$ cat config.mk
export PLATFORM = sky130hd
export DESIGN_NAME = csma_tx_ctrl
export DESIGN_NICKNAME = d
export VERILOG_FILES = /design/src/rtl/csma_pkg.sv /design/src/rtl/csma_lfsr.sv /design/src/rtl/csma_tick_timer.sv /design/src/rtl/csma_seq.sv /design/src/rtl/csma_tx_ctrl.sv
export SDC_FILE = /design/constraint.sdc
export NUM_CORES = 1
export LEC_CHECK = 0
export BUFFER_PORTS_ARGS = -buffer_cell sky130_fd_sc_hd__buf_2
export CAP_MARGIN = 20
export CORE_MARGIN = 2
export CORE_UTILIZATION = 55
export DETAILED_ROUTE_END_ITERATION = 7
export PLACE_DENSITY = 0.75
export SETUP_SLACK_MARGIN = 0.15
export SLEW_MARGIN = 20
export SYNTH_ARGS = -nofsm -noshare
export SYNTH_HDL_FRONTEND = slang
export SYNTH_SLANG_ARGS = --single-unit
export TNS_END_PERCENT = 50
$ cat constraint.sdc
create_clock -name clk -period 5.79 [get_ports clk]
set_input_delay 1.158 -clock clk [delete_from_list [all_inputs] [get_ports clk]]
set_output_delay 1.158 -clock clk [all_outputs]
set_load 0.005 [all_outputs]
$ cat src/rtl/csma_pkg.sv
package csma_pkg;
  localparam int CCA_CNT_W  = 3;
  localparam int FRM_CNT_W  = 4;
  localparam int BE_W       = 4;
  localparam int BE_FLOOR   = 3;
  localparam int BE_CEIL    = 8;
  localparam int RND_W      = BE_CEIL;
  localparam logic [CCA_CNT_W-1:0] CCA_OFF_CODE = 3'd7;
  localparam logic [CCA_CNT_W-1:0] CCA_MAX_OK   = 3'd5;

  typedef enum logic [2:0] {
    ST_IDLE, ST_MACD, ST_BOFF, ST_CCA, ST_TX, ST_ACK
  } csma_state_e;

  localparam logic [2:0] STS_OK        = 3'd0;
  localparam logic [2:0] STS_PEND      = 3'd1;
  localparam logic [2:0] STS_CSMA_FAIL = 3'd2;
  localparam logic [2:0] STS_NOACK     = 3'd3;
  localparam logic [2:0] STS_CFG_ERR   = 3'd4;
endpackage

$ cat src/rtl/csma_lfsr.sv
module csma_lfsr #(
  parameter int          W     = 16,
  parameter int          OUT_W = 8,
  parameter logic [W-1:0] TAPS = 16'hD008,
  parameter logic [W-1:0] SEED = 16'hACE1
) (
  input  logic             clk,
  input  logic             rst_n,
  output logic [OUT_W-1:0] rnd_o
);
  logic [W-1:0] q;
  logic         fb;

  assign fb    = ^(q & TAPS);
  assign rnd_o = q[OUT_W-1:0];

  always_ff @(posedge clk or negedge rst_n) begin
    if (!rst_n) q <= SEED;
    else        q <= {q[W-2:0], fb};
  end


  lfsr_nonzero_chk: assert property (@(posedge clk) disable iff (!rst_n) q != '0);
endmodule

$ cat src/rtl/csma_tick_timer.sv
module csma_tick_timer #(
  parameter int W = 20
) (
  input  logic         clk,
  input  logic         rst_n,
  input  logic         tick_i,
  input  logic         load_i,
  input  logic [W-1:0] val_i,
  output logic         expired_o
);
  logic [W-1:0] cnt_q;

  always_ff @(posedge clk or negedge rst_n) begin
    if (!rst_n)                     cnt_q <= '0;
    else if (load_i)                cnt_q <= val_i;
    else if (tick_i && cnt_q != '0) cnt_q <= cnt_q - W'(1);
  end

  assign expired_o = (cnt_q == '0);


  tmr_hold_chk: assert property (@(posedge clk) disable iff (!rst_n)
    (!load_i && !tick_i) |=> $stable(cnt_q));
endmodule

$ cat src/rtl/csma_seq.sv
module csma_seq
  import csma_pkg::*;
#(
  parameter int MAC_DELAY_US = 192,
  parameter int BO_PERIOD_US = 320,
  parameter int ACK_WAIT_US  = 864,
  parameter int TIMER_W      = 20,
  parameter int SEQ_W        = 8
) (
  input  logic                 clk,
  input  logic                 rst_n,
  input  logic                 start_i,
  input  logic                 abort_i,
  input  logic [CCA_CNT_W-1:0] cfg_max_cca_i,
  input  logic [FRM_CNT_W-1:0] cfg_max_frame_i,
  input  logic [BE_W-1:0]      cfg_min_be_i,
  input  logic [BE_W-1:0]      cfg_max_be_i,
  input  logic                 cfg_turnaround_i,
  input  logic                 frm_ack_req_i,
  input  logic [SEQ_W-1:0]     frm_seq_i,
  input  logic                 cca_done_i,
  input  logic                 cca_clear_i,
  input  logic                 tx_done_i,
  input  logic                 ack_valid_i,
  input  logic [SEQ_W-1:0]     ack_seq_i,
  input  logic                 ack_pend_i,
  input  logic [RND_W-1:0]     rnd_i,
  input  logic                 tmr_expired_i,
  output logic                 tmr_load_o,
  output logic [TIMER_W-1:0]   tmr_val_o,
  output logic                 cca_start_o,
  output logic                 tx_start_o,
  output logic                 ack_listen_o,
  output logic                 busy_o,
  output logic                 done_o,
  output logic [2:0]           status_o,
  output logic                 rx_after_o
);
  csma_state_e state_q, state_d;
  logic [CCA_CNT_W-1:0] nb_q, nb_d, mcca_q;
  logic [FRM_CNT_W-1:0] tries_q, tries_d, mfr_q;
  logic [BE_W-1:0]      be_q, be_d, minbe_q, maxbe_q, be_up;
  logic                 turn_q, ackreq_q, latch;
  logic [SEQ_W-1:0]     seq_q;
  logic                 cca_q, cca_d, tx_q, tx_d, done_q, done_d, rx_q, rx_d;
  logic [2:0]           status_q, status_d;
  logic [RND_W-1:0]     rnd_first, rnd_next;
  logic                 csma_off, ack_match;

  function automatic logic [RND_W-1:0] limit_rnd(input logic [RND_W-1:0] r,
                                                 input logic [BE_W-1:0]  e);
    logic [RND_W-1:0] m;
    for (int i = 0; i < RND_W; i++) m[i] = (BE_W'(i) < e);
    return r & m;
  endfunction

  function automatic logic cfg_bad(input logic [CCA_CNT_W-1:0] c,
                                   input logic [FRM_CNT_W-1:0] f,
                                   input logic [BE_W-1:0]      lo,
                                   input logic [BE_W-1:0]      hi);
    logic bad;
    bad = (f == '0) || (c > CCA_MAX_OK && c != CCA_OFF_CODE);
    if (c != CCA_OFF_CODE)
      bad = bad || (hi < BE_W'(BE_FLOOR)) || (hi > BE_W'(BE_CEIL)) || (lo > hi);
    return bad;
  endfunction

  assign csma_off  = (mcca_q == CCA_OFF_CODE);
  assign be_up     = (be_q < maxbe_q) ? be_q + BE_W'(1) : be_q;
  assign rnd_first = limit_rnd(rnd_i, minbe_q);
  assign rnd_next  = limit_rnd(rnd_i, be_up);
  assign ack_match = ack_valid_i && (ack_seq_i == seq_q);

  always_comb begin
    state_d    = state_q;
    nb_d       = nb_q;
    be_d       = be_q;
    tries_d    = tries_q;
    cca_d      = 1'b0;
    tx_d       = 1'b0;
    done_d     = 1'b0;
    status_d   = status_q;
    rx_d       = rx_q;
    tmr_load_o = 1'b0;
    tmr_val_o  = '0;
    latch      = 1'b0;
    case (state_q)
      ST_IDLE: begin
        if (start_i) begin
          if (cfg_bad(cfg_max_cca_i, cfg_max_frame_i, cfg_min_be_i, cfg_max_be_i)) begin
            done_d   = 1'b1;
            status_d = STS_CFG_ERR;
            rx_d     = 1'b0;
          end else begin
            latch      = 1'b1;
            nb_d       = '0;
            be_d       = cfg_min_be_i;
            tries_d    = '0;
            tmr_load_o = 1'b1;
            tmr_val_o  = TIMER_W'(MAC_DELAY_US);
            state_d    = ST_MACD;
          end
        end
      end
      ST_MACD: begin
        if (tmr_expired_i) begin
          if (csma_off) begin
            tx_d    = 1'b1;
            state_d = ST_TX;
          end else begin
            tmr_load_o = 1'b1;
            tmr_val_o  = TIMER_W'(rnd_first) * TIMER_W'(BO_PERIOD_US);
            state_d    = ST_BOFF;
          end
        end
      end
      ST_BOFF: begin
        if (tmr_expired_i) begin
          cca_d   = 1'b1;
          state_d = ST_CCA;
        end
      end
      ST_CCA: begin
        if (cca_done_i) begin
          if (cca_clear_i) begin
            tx_d    = 1'b1;
            state_d = ST_TX;
          end else if (nb_q == mcca_q) begin
            done_d   = 1'b1;
            status_d = STS_CSMA_FAIL;
            rx_d     = 1'b0;
            state_d  = ST_IDLE;
          end else begin
            nb_d       = nb_q + CCA_CNT_W'(1);
            be_d       = be_up;
            tmr_load_o = 1'b1;
            tmr_val_o  = TIMER_W'(rnd_next) * TIMER_W'(BO_PERIOD_US);
            state_d    = ST_BOFF;
          end
        end
      end
      ST_TX: begin
        if (tx_done_i) begin
          tries_d = tries_q + FRM_CNT_W'(1);
          if (!ackreq_q) begin
            done_d   = 1'b1;
            status_d = STS_OK;
            rx_d     = turn_q;
            state_d  = ST_IDLE;
          end else begin
            tmr_load_o = 1'b1;
            tmr_val_o  = TIMER_W'(ACK_WAIT_US);
            state_d    = ST_ACK;
          end
        end
      end
      ST_ACK: begin
        if (ack_match) begin
          done_d   = 1'b1;
          status_d = ack_pend_i ? STS_PEND : STS_OK;
          rx_d     = ack_pend_i | turn_q;
          state_d  = ST_IDLE;
        end else if (ack_valid_i || tmr_expired_i) begin
          if (tries_q == mfr_q) begin
            done_d   = 1'b1;
            status_d = STS_NOACK;
            rx_d     = 1'b0;
            state_d  = ST_IDLE;
          end else begin
            nb_d = '0;
            be_d = minbe_q;
            if (csma_off) begin
              tx_d    = 1'b1;
              state_d = ST_TX;
            end else begin
              tmr_load_o = 1'b1;
              tmr_val_o  = TIMER_W'(rnd_first) * TIMER_W'(BO_PERIOD_US);
              state_d    = ST_BOFF;
            end
          end
        end
      end
      default: state_d = ST_IDLE;
    endcase
    if (abort_i) begin
      state_d    = ST_IDLE;
      nb_d       = nb_q;
      be_d       = be_q;
      tries_d    = tries_q;
      cca_d      = 1'b0;
      tx_d       = 1'b0;
      done_d     = 1'b0;
      status_d   = status_q;
      rx_d       = rx_q;
      tmr_load_o = 1'b0;
      latch      = 1'b0;
    end
  end

  always_ff @(posedge clk or negedge rst_n) begin
    if (!rst_n) begin
      state_q  <= ST_IDLE;
      nb_q     <= '0;
      be_q     <= '0;
      tries_q  <= '0;
      cca_q    <= 1'b0;
      tx_q     <= 1'b0;
      done_q   <= 1'b0;
      status_q <= STS_OK;
      rx_q     <= 1'b0;
      mcca_q   <= '0;
      mfr_q    <= '0;
      minbe_q  <= '0;
      maxbe_q  <= '0;
      turn_q   <= 1'b0;
      ackreq_q <= 1'b0;
      seq_q    <= '0;
    end else begin
      state_q  <= state_d;
      nb_q     <= nb_d;
      be_q     <= be_d;
      tries_q  <= tries_d;
      cca_q    <= cca_d;
      tx_q     <= tx_d;
      done_q   <= done_d;
      status_q <= status_d;
      rx_q     <= rx_d;
      if (latch) begin
        mcca_q   <= cfg_max_cca_i;
        mfr_q    <= cfg_max_frame_i;
        minbe_q  <= cfg_min_be_i;
        maxbe_q  <= cfg_max_be_i;
        turn_q   <= cfg_turnaround_i;
        ackreq_q <= frm_ack_req_i;
        seq_q    <= frm_seq_i;
      end
    end
  end

  assign cca_start_o  = cca_q;
  assign tx_start_o   = tx_q;
  assign done_o       = done_q;
  assign status_o     = status_q;
  assign rx_after_o   = rx_q;
  assign ack_listen_o = (state_q == ST_ACK);
  assign busy_o       = (state_q != ST_IDLE);


  done_code_chk: assert property (@(posedge clk) disable iff (!rst_n)
    done_q |-> status_q <= STS_CFG_ERR);

  pulse_excl_chk: assert property (@(posedge clk) disable iff (!rst_n)
    $onehot0({cca_q, tx_q, done_q}));

  skip_no_cca_chk: assert property (@(posedge clk) disable iff (!rst_n)
    cca_q |-> !csma_off);

  be_cap_chk: assert property (@(posedge clk) disable iff (!rst_n)
    (busy_o && !csma_off) |-> be_q <= maxbe_q);

  abort_idle_chk: assert property (@(posedge clk) disable iff (!rst_n)
    abort_i |=> (!busy_o && !done_q && !cca_q && !tx_q));

  ack_end_chk: assert property (@(posedge clk) disable iff (!rst_n)
    (state_q == ST_ACK && ack_match && !abort_i) |=> (done_q && status_q <= STS_PEND));
endmodule

$ cat src/rtl/csma_tx_ctrl.sv
module csma_tx_ctrl
  import csma_pkg::*;
#(
  parameter int          MAC_DELAY_US = 192,
  parameter int          BO_PERIOD_US = 320,
  parameter int          ACK_WAIT_US  = 864,
  parameter int          TIMER_W      = 20,
  parameter int          SEQ_W        = 8,
  parameter int          LFSR_W       = 16,
  parameter logic [15:0] LFSR_TAPS    = 16'hD008,
  parameter logic [15:0] LFSR_SEED    = 16'hACE1
) (
  input  logic             clk,
  input  logic             rst_n,
  input  logic             us_tick_i,
  input  logic             start_i,
  input  logic             abort_i,
  input  logic [2:0]       cfg_max_cca_i,
  input  logic [3:0]       cfg_max_frame_i,
  input  logic [3:0]       cfg_min_be_i,
  input  logic [3:0]       cfg_max_be_i,
  input  logic             cfg_turnaround_i,
  input  logic             frm_ack_req_i,
  input  logic [SEQ_W-1:0] frm_seq_i,
  input  logic             cca_done_i,
  input  logic             cca_clear_i,
  input  logic             tx_done_i,
  input  logic             ack_valid_i,
  input  logic [SEQ_W-1:0] ack_seq_i,
  input  logic             ack_pend_i,
  output logic             cca_start_o,
  output logic             tx_start_o,
  output logic             ack_listen_o,
  output logic             busy_o,
  output logic             done_o,
  output logic [2:0]       status_o,
  output logic             rx_after_o
);
  logic [RND_W-1:0]   rnd;
  logic               tmr_load, tmr_expired;
  logic [TIMER_W-1:0] tmr_val;

  csma_lfsr #(
    .W(LFSR_W), .OUT_W(RND_W), .TAPS(LFSR_TAPS), .SEED(LFSR_SEED)
  ) lfsr_i (
    .clk(clk), .rst_n(rst_n), .rnd_o(rnd)
  );

  csma_tick_timer #(.W(TIMER_W)) tmr_i (
    .clk(clk), .rst_n(rst_n), .tick_i(us_tick_i), .load_i(tmr_load),
    .val_i(tmr_val), .expired_o(tmr_expired)
  );

  csma_seq #(
    .MAC_DELAY_US(MAC_DELAY_US), .BO_PERIOD_US(BO_PERIOD_US),
    .ACK_WAIT_US(ACK_WAIT_US), .TIMER_W(TIMER_W), .SEQ_W(SEQ_W)
  ) seq_i (
    .clk(clk), .rst_n(rst_n), .start_i(start_i), .abort_i(abort_i),
    .cfg_max_cca_i(cfg_max_cca_i), .cfg_max_frame_i(cfg_max_frame_i),
    .cfg_min_be_i(cfg_min_be_i), .cfg_max_be_i(cfg_max_be_i),
    .cfg_turnaround_i(cfg_turnaround_i), .frm_ack_req_i(frm_ack_req_i),
    .frm_seq_i(frm_seq_i), .cca_done_i(cca_done_i), .cca_clear_i(cca_clear_i),
    .tx_done_i(tx_done_i), .ack_valid_i(ack_valid_i), .ack_seq_i(ack_seq_i),
    .ack_pend_i(ack_pend_i), .rnd_i(rnd), .tmr_expired_i(tmr_expired),
    .tmr_load_o(tmr_load), .tmr_val_o(tmr_val), .cca_start_o(cca_start_o),
    .tx_start_o(tx_start_o), .ack_listen_o(ack_listen_o), .busy_o(busy_o),
    .done_o(done_o), .status_o(status_o), .rx_after_o(rx_after_o)
  );
endmodule

# Yosys cells after proc, flatten, opt, wreduce, memory -nomap -nowiden
# Cells that the tools add are included.
# word_totals
regBits	82
in_bits	43
output_inout_bits	9
word_cells	221
# classes
add_sub_neg	4
n_mul	2
magnitude_cmp	21
n_eq_ne	31
muxes	119
n_bitwise	4
n_reduce_logical	22
# ops
cell	count
two-way mux 20 bit	9
case mux 20 bit (5 select lines)	1
two-way mux 3 bit	31
two-way mux 1 bit	51
two-way mux 17 bit	3
two-way mux 4 bit	12
< comparator 3 x 4 -> 1 bit (first input constant)	8
multiplier 8 x 3 -> 11 bit (second input constant)	2
zero test 20 bit	1
nonzero test 20 bit	1
subtractor 20 x 1 -> 20 bit (second input constant)	1
!= test 2 bit (second input constant)	9
case mux 3 bit (6 select lines)	1
bitwise AND 8 bit	2
< comparator 1 x 4 -> 1 bit (first input constant)	4
< comparator 2 x 4 -> 1 bit (first input constant)	4
XOR reduction 16 bit	1
!= test 3 bit (second input constant)	5
case mux 3 bit (4 select lines)	1
case mux 4 bit (3 select lines)	1
AND reduction 11 bit	1
two-way mux 10 bit	1
AND reduction 10 bit	1
equality test 3 bit (second input constant)	3
34 further kinds	49

# Longest topological paths before layout
# Gate-level depths: netlist of run 1.
# logic_depth
word_depth	14
depth_mapped	18
ltp_nobuf	18

# Hierarchy
# From an unflattened synthesis of run 1, not the netlist that was laid out.
# hier_totals
hier_cells	585
area_unflattened_um2	5674.2
# modules_own_cells
mod	instances	cells_per_inst	area_each_um2	seq_area_each_um2
csma_seq	1	418	3925.0	1151.1
csma_tick_timer	1	140	1252.5	500.5
csma_lfsr	1	27	496.7	410.4

# Worst setup path after synthesis of run 1
# OpenSTA, ideal clock, no wires.
# synth_timing
path_type	reg2reg
from	register seq_i.be_q[2]
to	register tmr_i.cnt_q[15]
setup_time_ps	131
arrival_time_ps	3880
t_required_ps	5659
setup_slack_ps	1780
path_stages_with_launch	18
n_path_buf	0
synth_period_minus_slack_ps	4010
cell_sequence	dfrtp_1 ha_1 a21oi_1 o21ai_0 a211oi_1 mux2i_1 nand2b_1 and2_1 ha_1 ha_1 fa_1 a21o_1 a21oi_1 o21bai_1 a21oi_1 xnor2_1 a221oi_1 a21oi_1
# synth_between
elab_chain_len	10
elab_cells_between_ends	18
cone_classes	add/sub: 1; mul: 1; order compare: 9; mux: 6; bitwise: 1
# synth_rtl
item	line_no	source
from (decl)	csma_seq.sv:42	logic [BE_W-1:0] be_q, be_d, minbe_q, maxbe_q, be_up;
from (signal assigned)	csma_seq.sv:204	be_q <= '0;
from (signal assigned)	csma_seq.sv:221	be_q <= be_d;
adder 4 x 1 -> 4 bit or < comparator 4 bit (tied branches)	csma_seq.sv:69	assign be_up = (be_q < maxbe_q) ? be_q + BE_W'(1) : be_q;
two-way mux 4 bit (*)	csma_seq.sv:69	
< comparator 1 x 4 -> 1 bit, or another cell as far along	csma_seq.sv:53	for (int i = 0; i < RND_W; i++) m[i] = (BE_W'(i) < e);
bitwise AND 8 bit (*)	csma_seq.sv:54	return r & m;
multiplier 8 x 3 -> 11 bit (*)	csma_seq.sv:137	tmr_val_o = TIMER_W'(rnd_next) * TIMER_W'(BO_PERIOD_US);
two-way mux 17 bit (*)	csma_seq.sv:128	end else if (nb_q == mcca_q) begin
two-way mux 20 bit (*)	csma_seq.sv:125	if (cca_clear_i) begin
two-way mux 20 bit (*)	csma_seq.sv:124	if (cca_done_i) begin
case mux 20 bit (5 select lines) (*)	csma_seq.sv:87	case (state_q)
two-way mux 20 bit (*)	csma_tick_timer.sv:15	else if (load_i) cnt_q <= val_i;
to (signal assigned)	csma_tick_timer.sv:15	
to (signal assigned)	csma_tick_timer.sv:16	else if (tick_i && cnt_q != '0) cnt_q <= cnt_q - W'(1);
to (decl)	csma_tick_timer.sv:11	logic [W-1:0] cnt_q;
# Mark *: on every way between the ends. The rest lies on a longest branch, timed or not.
# A chain may end at the register's enable or synchronous reset.

# Final worst setup path of run 1
# Ends and elaborated chain as after synthesis.

==> results_dict.tcl, run 1 <==
set metrics [dict create \
    outcome "complete, no violations" \
    synth_commonest_cells "74 x dfrtp_1, 35 x nor2_1, 33 x ha_1, 33 x nand2_1, 30 x a21oi_1" \
    finalHoldViolations 0 \
    hold_class "register to register" \
    design_area_sq_um 5860 \
    crit_arrival_ns 4.76 \
    yosysWarnings 0 \
    cp.required_ns 6.00 \
    ios 52 \
    crit_path_end_kind "register" \
    synth.distinct_cells 70 \
    finalPower_mw 2.16 \
    worstSkewPairLatency_ns 0.37 \
    p_sw_share_pct 40.3 \
    wl_met3_um 573 \
    cts_tree "yes" \
    grt_overflow 0 \
    slew_violations 0 \
    rows 35 \
    syn_nets 619 \
    h-tree-depth 3 \
    synth_most_common_cell "dfrtp_1" \
    cts_resized 0 \
    start_kind "register" \
    yosysTopAreaCell "dfrtp_1" \
    yosysTopAreaCellShare_pct 34.7 \
    cts_max_path_buffers 2 \
    top_layer "met4" \
    drive_gt1_share_pct 19.6 \
    nets 660 \
    ys_async_sr_fraction_pct 100 \
    core_sq_um 9330 \
    pwr-share-seq_pct 44.9 \
    ir_drop_mv 0.257 \
    netlist_area_sq_um 5340 \
    placed_area_sq_um 5650 \
    pwr-share-comb_pct 36.4 \
    fmax_mhz 220 \
    preCtsSetupSlack_ns 1.32 \
    netlist_instances 541 \
    power.internal_mw 1.29 \
    die_area_sq_um 10500 \
    grt_pass1_vias 4303 \
    cts_hold_buffers 0 \
    fin_ws_ns 1.24 \
    detail-route-antenna-nets 0 \
    die_w_um 102 \
    synthTopCellsByArea "dfrtp_1 35%, ha_1 7.7%, mux2_2 5.1%" \
    fin_crit_ns 4.55 \
    route.met2.wl_um 5920 \
    syn_area_per_cell_sq_um 9.86 \
    tns_ns 0 \
    antenna_cells 0 \
    rsz0062_at_grt "false" \
    vias 4275 \
    drc 0 \
    drv_cap 0 \
    clkPwrFrac_pct 18.7 \
    fin_hold_ws_ns 0.364 \
    clock-root-buffer "clkbuf_8" \
    synth_seq_area_share_pct 38.6 \
    num-fill-cells 785 \
    globalplace.congestion 0.926 \
    wl_um 12300 \
    numPortBuffers 51 \
    crit_fanout 8 \
    slew_headroom_pct 28.3 \
    p_leak_nw 2.70 \
    synthFlopType "dfrtp_1" \
    setup_viol 0 \
    grt_pass1_wl_um 20800 \
    powerDensity_nw_per_um2 369 \
    ys_ff_latch 82 \
    m1WireLength_um 5500 \
    worstSetupPathType "register to register" \
    die_h_um 102 \
    synth_edf_count 0 \
    firstDrtPassIters 5 \
    clock-sinks 82 \
    postCtsSetupRepairBufs 0 \
    fin_crit_sh_pct 78.5 \
    p_sw_uw 872 \
    drtIter0Drc 126 \
    wl_per_cell_um 17.1 \
    path_clk_slew_ns 0.09 \
    hpwl_um 9060 \
    start_util_pct 57.2 \
    cts-buffers-inserted 9 \
    syn_to_final_growth_pct 9.90 \
    worstMarginPinSlew_ns 1.07 \
    antenna_found_initial 0 \
    via_per_inst 5.97 \
    fin_skew_ns 0.0134 \
    grt_max_degree 83 \
    grtUsageTotal_pct 25.4 \
]
## state kept, by name, summed over array words and instances, names as in the netlist
name and cells:
tmr_i.cnt_q 20, seq_i.maxbe_q 4, seq_i.status_o 3, lfsr_i.q 16, seq_i.cca_start_o 1, seq_i.minbe_q 4, seq_i.seq_q 8, seq_i.ackreq_q 1
seq_i.tries_q 4, seq_i.tx_start_o 1, seq_i.turn_q 1, seq_i.be_q 4, seq_i.mcca_q 3, seq_i.nb_q 3, seq_i.state_q 3, seq_i.done_o 1
seq_i.mfr_q 4, seq_i.rx_after_o 1
## cells in the final DEF (no fill, tap or decap), types with 8 or more instances in the layout
master,netlist,routed
nand2b_1,11,11
xor2_1,19,19
nor2_1,35,35
dfstp_2,8,8
mux2_2,24,24
xnor2_1,28,28
nor2b_1,10,10
nand3_1,16,16
nand2_1,33,33
a21oi_1,30,30
inv_1,22,22
nor4_1,9,9
nor3_1,8,8
clkbuf_8,0,11
o21ai_0,29,29
mux2i_1,8,8
o21a_1,8,8
ha_1,33,33
dfrtp_1,74,74
buf_2,4,50
## power groups by stage
| stage | logic [mW] | registers, mW | clock network [mW] |
|---|---|---|---|
| after floorplan | 0.680 | 0.868 | 0 |
| after global placement | 0.750 | 0.965 | 0 |
| after detailed placement | 0.777 | 0.978 | 0 |
| after CTS | 0.783 | 0.968 | 0.411 |
| after global routing | 0.887 | 1.00 | 0.429 |
| final | 0.788 | 0.972 | 0.404 |
## metal layers
layer / track usage (%) / up-vias
li1: - / 2067
met1: 33.5 / 2057
met2: 42.2 / 124
met3: 4.68 / 27
met4: 8.92 / 0
met5: 0 / -
## critical path, cell delays in order, from the launching register on
cell	delay [ns]
dfrtp_1	0.47
ha_1	0.33
a21oi_1	0.12
o21ai_0	0.17
a21oi_1	0.59
mux2i_1	0.24
and2_1	0.19
o21ai_0	0.32
mux2_2	0.42
fa_1	0.46
a21o_1	0.17
a21oi_1	0.23
o21bai_1	0.09
a21oi_1	0.18
xnor2_1	0.08
a221oi_1	0.25
a21oi_1	0.06
## logic make-up (layout without fill, tap and decap cells)
kind of cell | Yosys count | after routing | synth area share, %
AND/OR/NAND/NOR | 169 | 169 | 17.5
AO/OA/AOI/OAI | 132 | 132 | 17.5
flip-flops | 82 | 82 | 38.6
XOR/XNOR | 47 | 47 | 7.72
buffers and inverters | 44 | 90 | 3.54
adder cells (fa/ha/maj) | 35 | 35 | 8.49
multiplexers | 32 | 32 | 6.57
## per-stage QoR
| step | util (%) | instances |
|---|---|---|
| finish | 62.9 | 716 |
| global route | 62.9 | 716 |
| CTS | 62.7 | 715 |
| detailed placement | 60.6 | 699 |
| global placement | 60.6 | 699 |
| floorplan | - | 541 |
## final timing paths
| check | cells after the start | from | endpoint | slack (ns) |
|---|---|---|---|---|
| max | 16 | seq_i.be_q[2] | tmr_i.cnt_q[15] | 1.24 |
| min reg2reg | 0 | lfsr_i.q[8] | lfsr_i.q[9] | 0.36 |
| min | 0 | lfsr_i.q[8] | lfsr_i.q[9] | 0.36 |
| max in group asynchronous | 1 | rst_n | tmr_i.cnt_q[16] | 4.46 |
| min in group asynchronous | 1 | rst_n | seq_i.minbe_q[1] | 0.81 |
| max reg2reg | 16 | seq_i.be_q[2] | tmr_i.cnt_q[15] | 1.24 |
## layout make-up
class	instances	area (sq um)	share of cell area, %
clock buffer	11	151	2.58
clock inverter	5	38.8	0.662
inverter	22	82.6	1.41
multi-input combinational	415	3090	52.7
sequential	82	2060	35.2
tap	129	161	2.75
timing repair buffer	52	277	4.72
No activity file was read; power rests on OpenSTA's default activity.
==> run 2, diff against run 1 <==
CORE_UTILIZATION = 54   (was 55)
PLACE_DENSITY = 0.77   (was 0.75)
clock period = 3.95 ns   (was 5.79 ns; I/O delays follow)
==> results_dict.tcl, run 2 (synthesis results as in run 1) <==
set metrics [dict create \
    setup_viol 0 \
    fin_crit_ns 3.75 \
    critPathSlowestCell "fa_2" \
    hpwl_um 9130 \
    grt_overflow 0 \
    cts_max_path_buffers 2 \
    globalplace.congestion 0.941 \
    worstSkewPairLatency_ns 0.38 \
    detail-route-antenna-nets 0 \
    rows 36 \
    reg2reg_from "seq_i.maxbe_q[2]" \
    fin_crit_sh_pct 95.0 \
    vias 4491 \
    clock-sinks 82 \
    outcome "complete, no violations" \
    reg2reg_to "tmr_i.cnt_q[15]" \
    drc 0 \
    die_h_um 103 \
    antenna_cells 0 \
    hold_start "lfsr_i.q[8]" \
    tns_ns 0 \
    antenna_found_initial 0 \
    placed_area_sq_um 5780 \
    final_cell_mix "74 x dfrtp_1, 50 x buf_2, 35 x nor2_1, 32 x nand2_1, 28 x ha_1" \
    crit_path_frequent_cell "ha_4" \
    grt_pass1_vias 4558 \
    num-fill-cells 773 \
    die_w_um 103 \
    gr-usage-met3_pct 4.17 \
    p_leak_nw 2.83 \
    met1_usage_pct 32.3 \
    crit_path_end_kind "register" \
    cts-buffers-inserted 9 \
    drtIter0Drc 185 \
    finalHoldViolations 0 \
    largest_reg_flops 20 \
    use_met2_pct 43.0 \
    path_clk_slew_ns 0.09 \
    crit_arrival_ns 4.01 \
    firstDrtPassIters 5 \
    rsz0062_at_grt "true" \
    crit_chain "inv_2, ha_4, a21oi_2, o21ai_2, a211oi_2, buf_4, mux2i_4, nand2b_4, and2_4, ha_4, ha_4, fa_2, a21o_1, a21oi_2, o21bai_1, a21oi_1, xnor2_1, a221oi_2, a21oi_1" \
    clock-root-buffer "clkbuf_8" \
    ir_drop_mv 0.400 \
    cp.required_ns 4.20 \
    hold_path_end "lfsr_i.q[9]" \
    drv_cap 0 \
    max_stage_delay_ns 0.39 \
    numPortBuffers 51 \
    worstSetupPathType "register to register" \
    fin_skew_ns 0.0123 \
    design_area_sq_um 6220 \
    cts_tree "yes" \
    top_usage_layer "met2" \
    wl_per_cell_um 17.2 \
    crit_fanout 3 \
    cts_hold_buffers 0 \
    reg.largest.list "tmr_i.cnt_q: 20 flops, lfsr_i.q: 16 flops, seq_i.seq_q: 8 flops" \
    min_path_cells 0 \
    nets 682 \
    grtUsageTotal_pct 25.5 \
    start_util_pct 55.1 \
    layout_commonest_cell "dfrtp_1" \
    core_sq_um 9680 \
    h-tree-depth 3 \
    via_per_inst 6.05 \
    start_kind "register" \
    finalPower_mw 3.69 \
    syn_to_final_growth_pct 16.6 \
    drive_gt1_share_pct 26.1 \
    die_area_sq_um 10700 \
    r2r_slack_ns 0.20 \
    grt_max_degree 83 \
    ff2ff_path_depth 19 \
    slew_headroom_pct 50.2 \
    hold_class "register to register" \
    worstMarginPinSlew_ns 0.747 \
    wl_um 12800 \
    grt_pass1_wl_um 21400 \
    fmax_mhz 267 \
    powerDensity_nw_per_um2 593 \
    ios 52 \
    slew_violations 0 \
    largest_register "tmr_i.cnt_q" \
]
-- run 2: cell count changes in the layout (fill, tap and decap cells not counted), moves of 3 or more --
| cell | previous run | this run |
|---|---|---|
| a21oi_1 | 30 | 27 |
| buf_4 | 0 | 21 |
| clkinv_4 | 3 | 0 |
| ha_1 | 33 | 28 |
| ha_4 | 0 | 5 |
| mux2i_1 | 8 | 5 |
| o21ai_0 | 29 | 26 |
-- run 2: timing repair --
| action | in CTS | in global routing |
|---|---|---|
| pin swaps | 1 | 11 |
| setup endpoints to repair | 4 | 4 |
| setup buffers | 4 | 4 |
| gates cloned | 0 | 0 |
| endpoints found under the hold margin | 0 | 0 |
| resized for setup | 5 | 24 |
-- run 2: layout make-up --
type	instances	area (sq um)	area share, %
multi-input combinational	415	3250	52.2
clock inverter	5	77.6	1.25
clock buffer	11	141	2.27
inverter	22	82.6	1.33
sequential	82	2060	33.2
tap	133	166	2.68
timing repair buffer	74	442	7.10
-- run 2: metrics by stage --
step           cells  worst slack, ns  util [%]  hold slack, ns
2_1_floorplan    541            0.157         -           0.331
3_3_place_gp     718            0.156      59.7           0.333
3_5_place_dp     718           0.0196      59.7           0.341
4_1_cts          738            0.182      62.6           0.360
5_1_grt          742          0.00201      64.2           0.363
6_report         742            0.198      64.2           0.357
-- run 2: per-layer routing --
| metal | routed length (um) | share of wire, % |
|---|---|---|
| met1 | 5230 | 41 |
| met2 | 6390 | 50 |
| met3 | 823 | 6.5 |
| met4 | 316 | 2.5 |
| met5 | 0 | 0 |
-- run 2: worst max-delay path by stage --
stage	from	endpoint	depth (start not counted)
6_report	seq_i.maxbe_q[2]	tmr_i.cnt_q[15]	19
5_1_grt	seq_i.maxbe_q[2]	tmr_i.cnt_q[15]	19
3_5_place_dp	seq_i.be_q[2]	tmr_i.cnt_q[15]	16
2_1_floorplan	seq_i.be_q[2]	tmr_i.cnt_q[15]	17
4_1_cts	seq_i.be_q[2]	tmr_i.cnt_q[15]	19
3_3_place_gp	seq_i.maxbe_q[2]	tmr_i.cnt_q[15]	17
-- run 2: power breakdown --
group	internal (mW)	switching, mW	total [mW]
registers	1.10	0.280	1.38
logic	0.793	0.830	1.62
clock network	0.371	0.320	0.691
-- run 2: critical path, delay by kind of cell (launching register included) --
family	cells	cell delay, ns
flops	1	0.38
simple gates	2	0.31
mux	1	0.26
xor+xnor	1	0.11
fa+ha+maj	4	0.95
buf+inv	2	0.25
compound gates	9	1.38
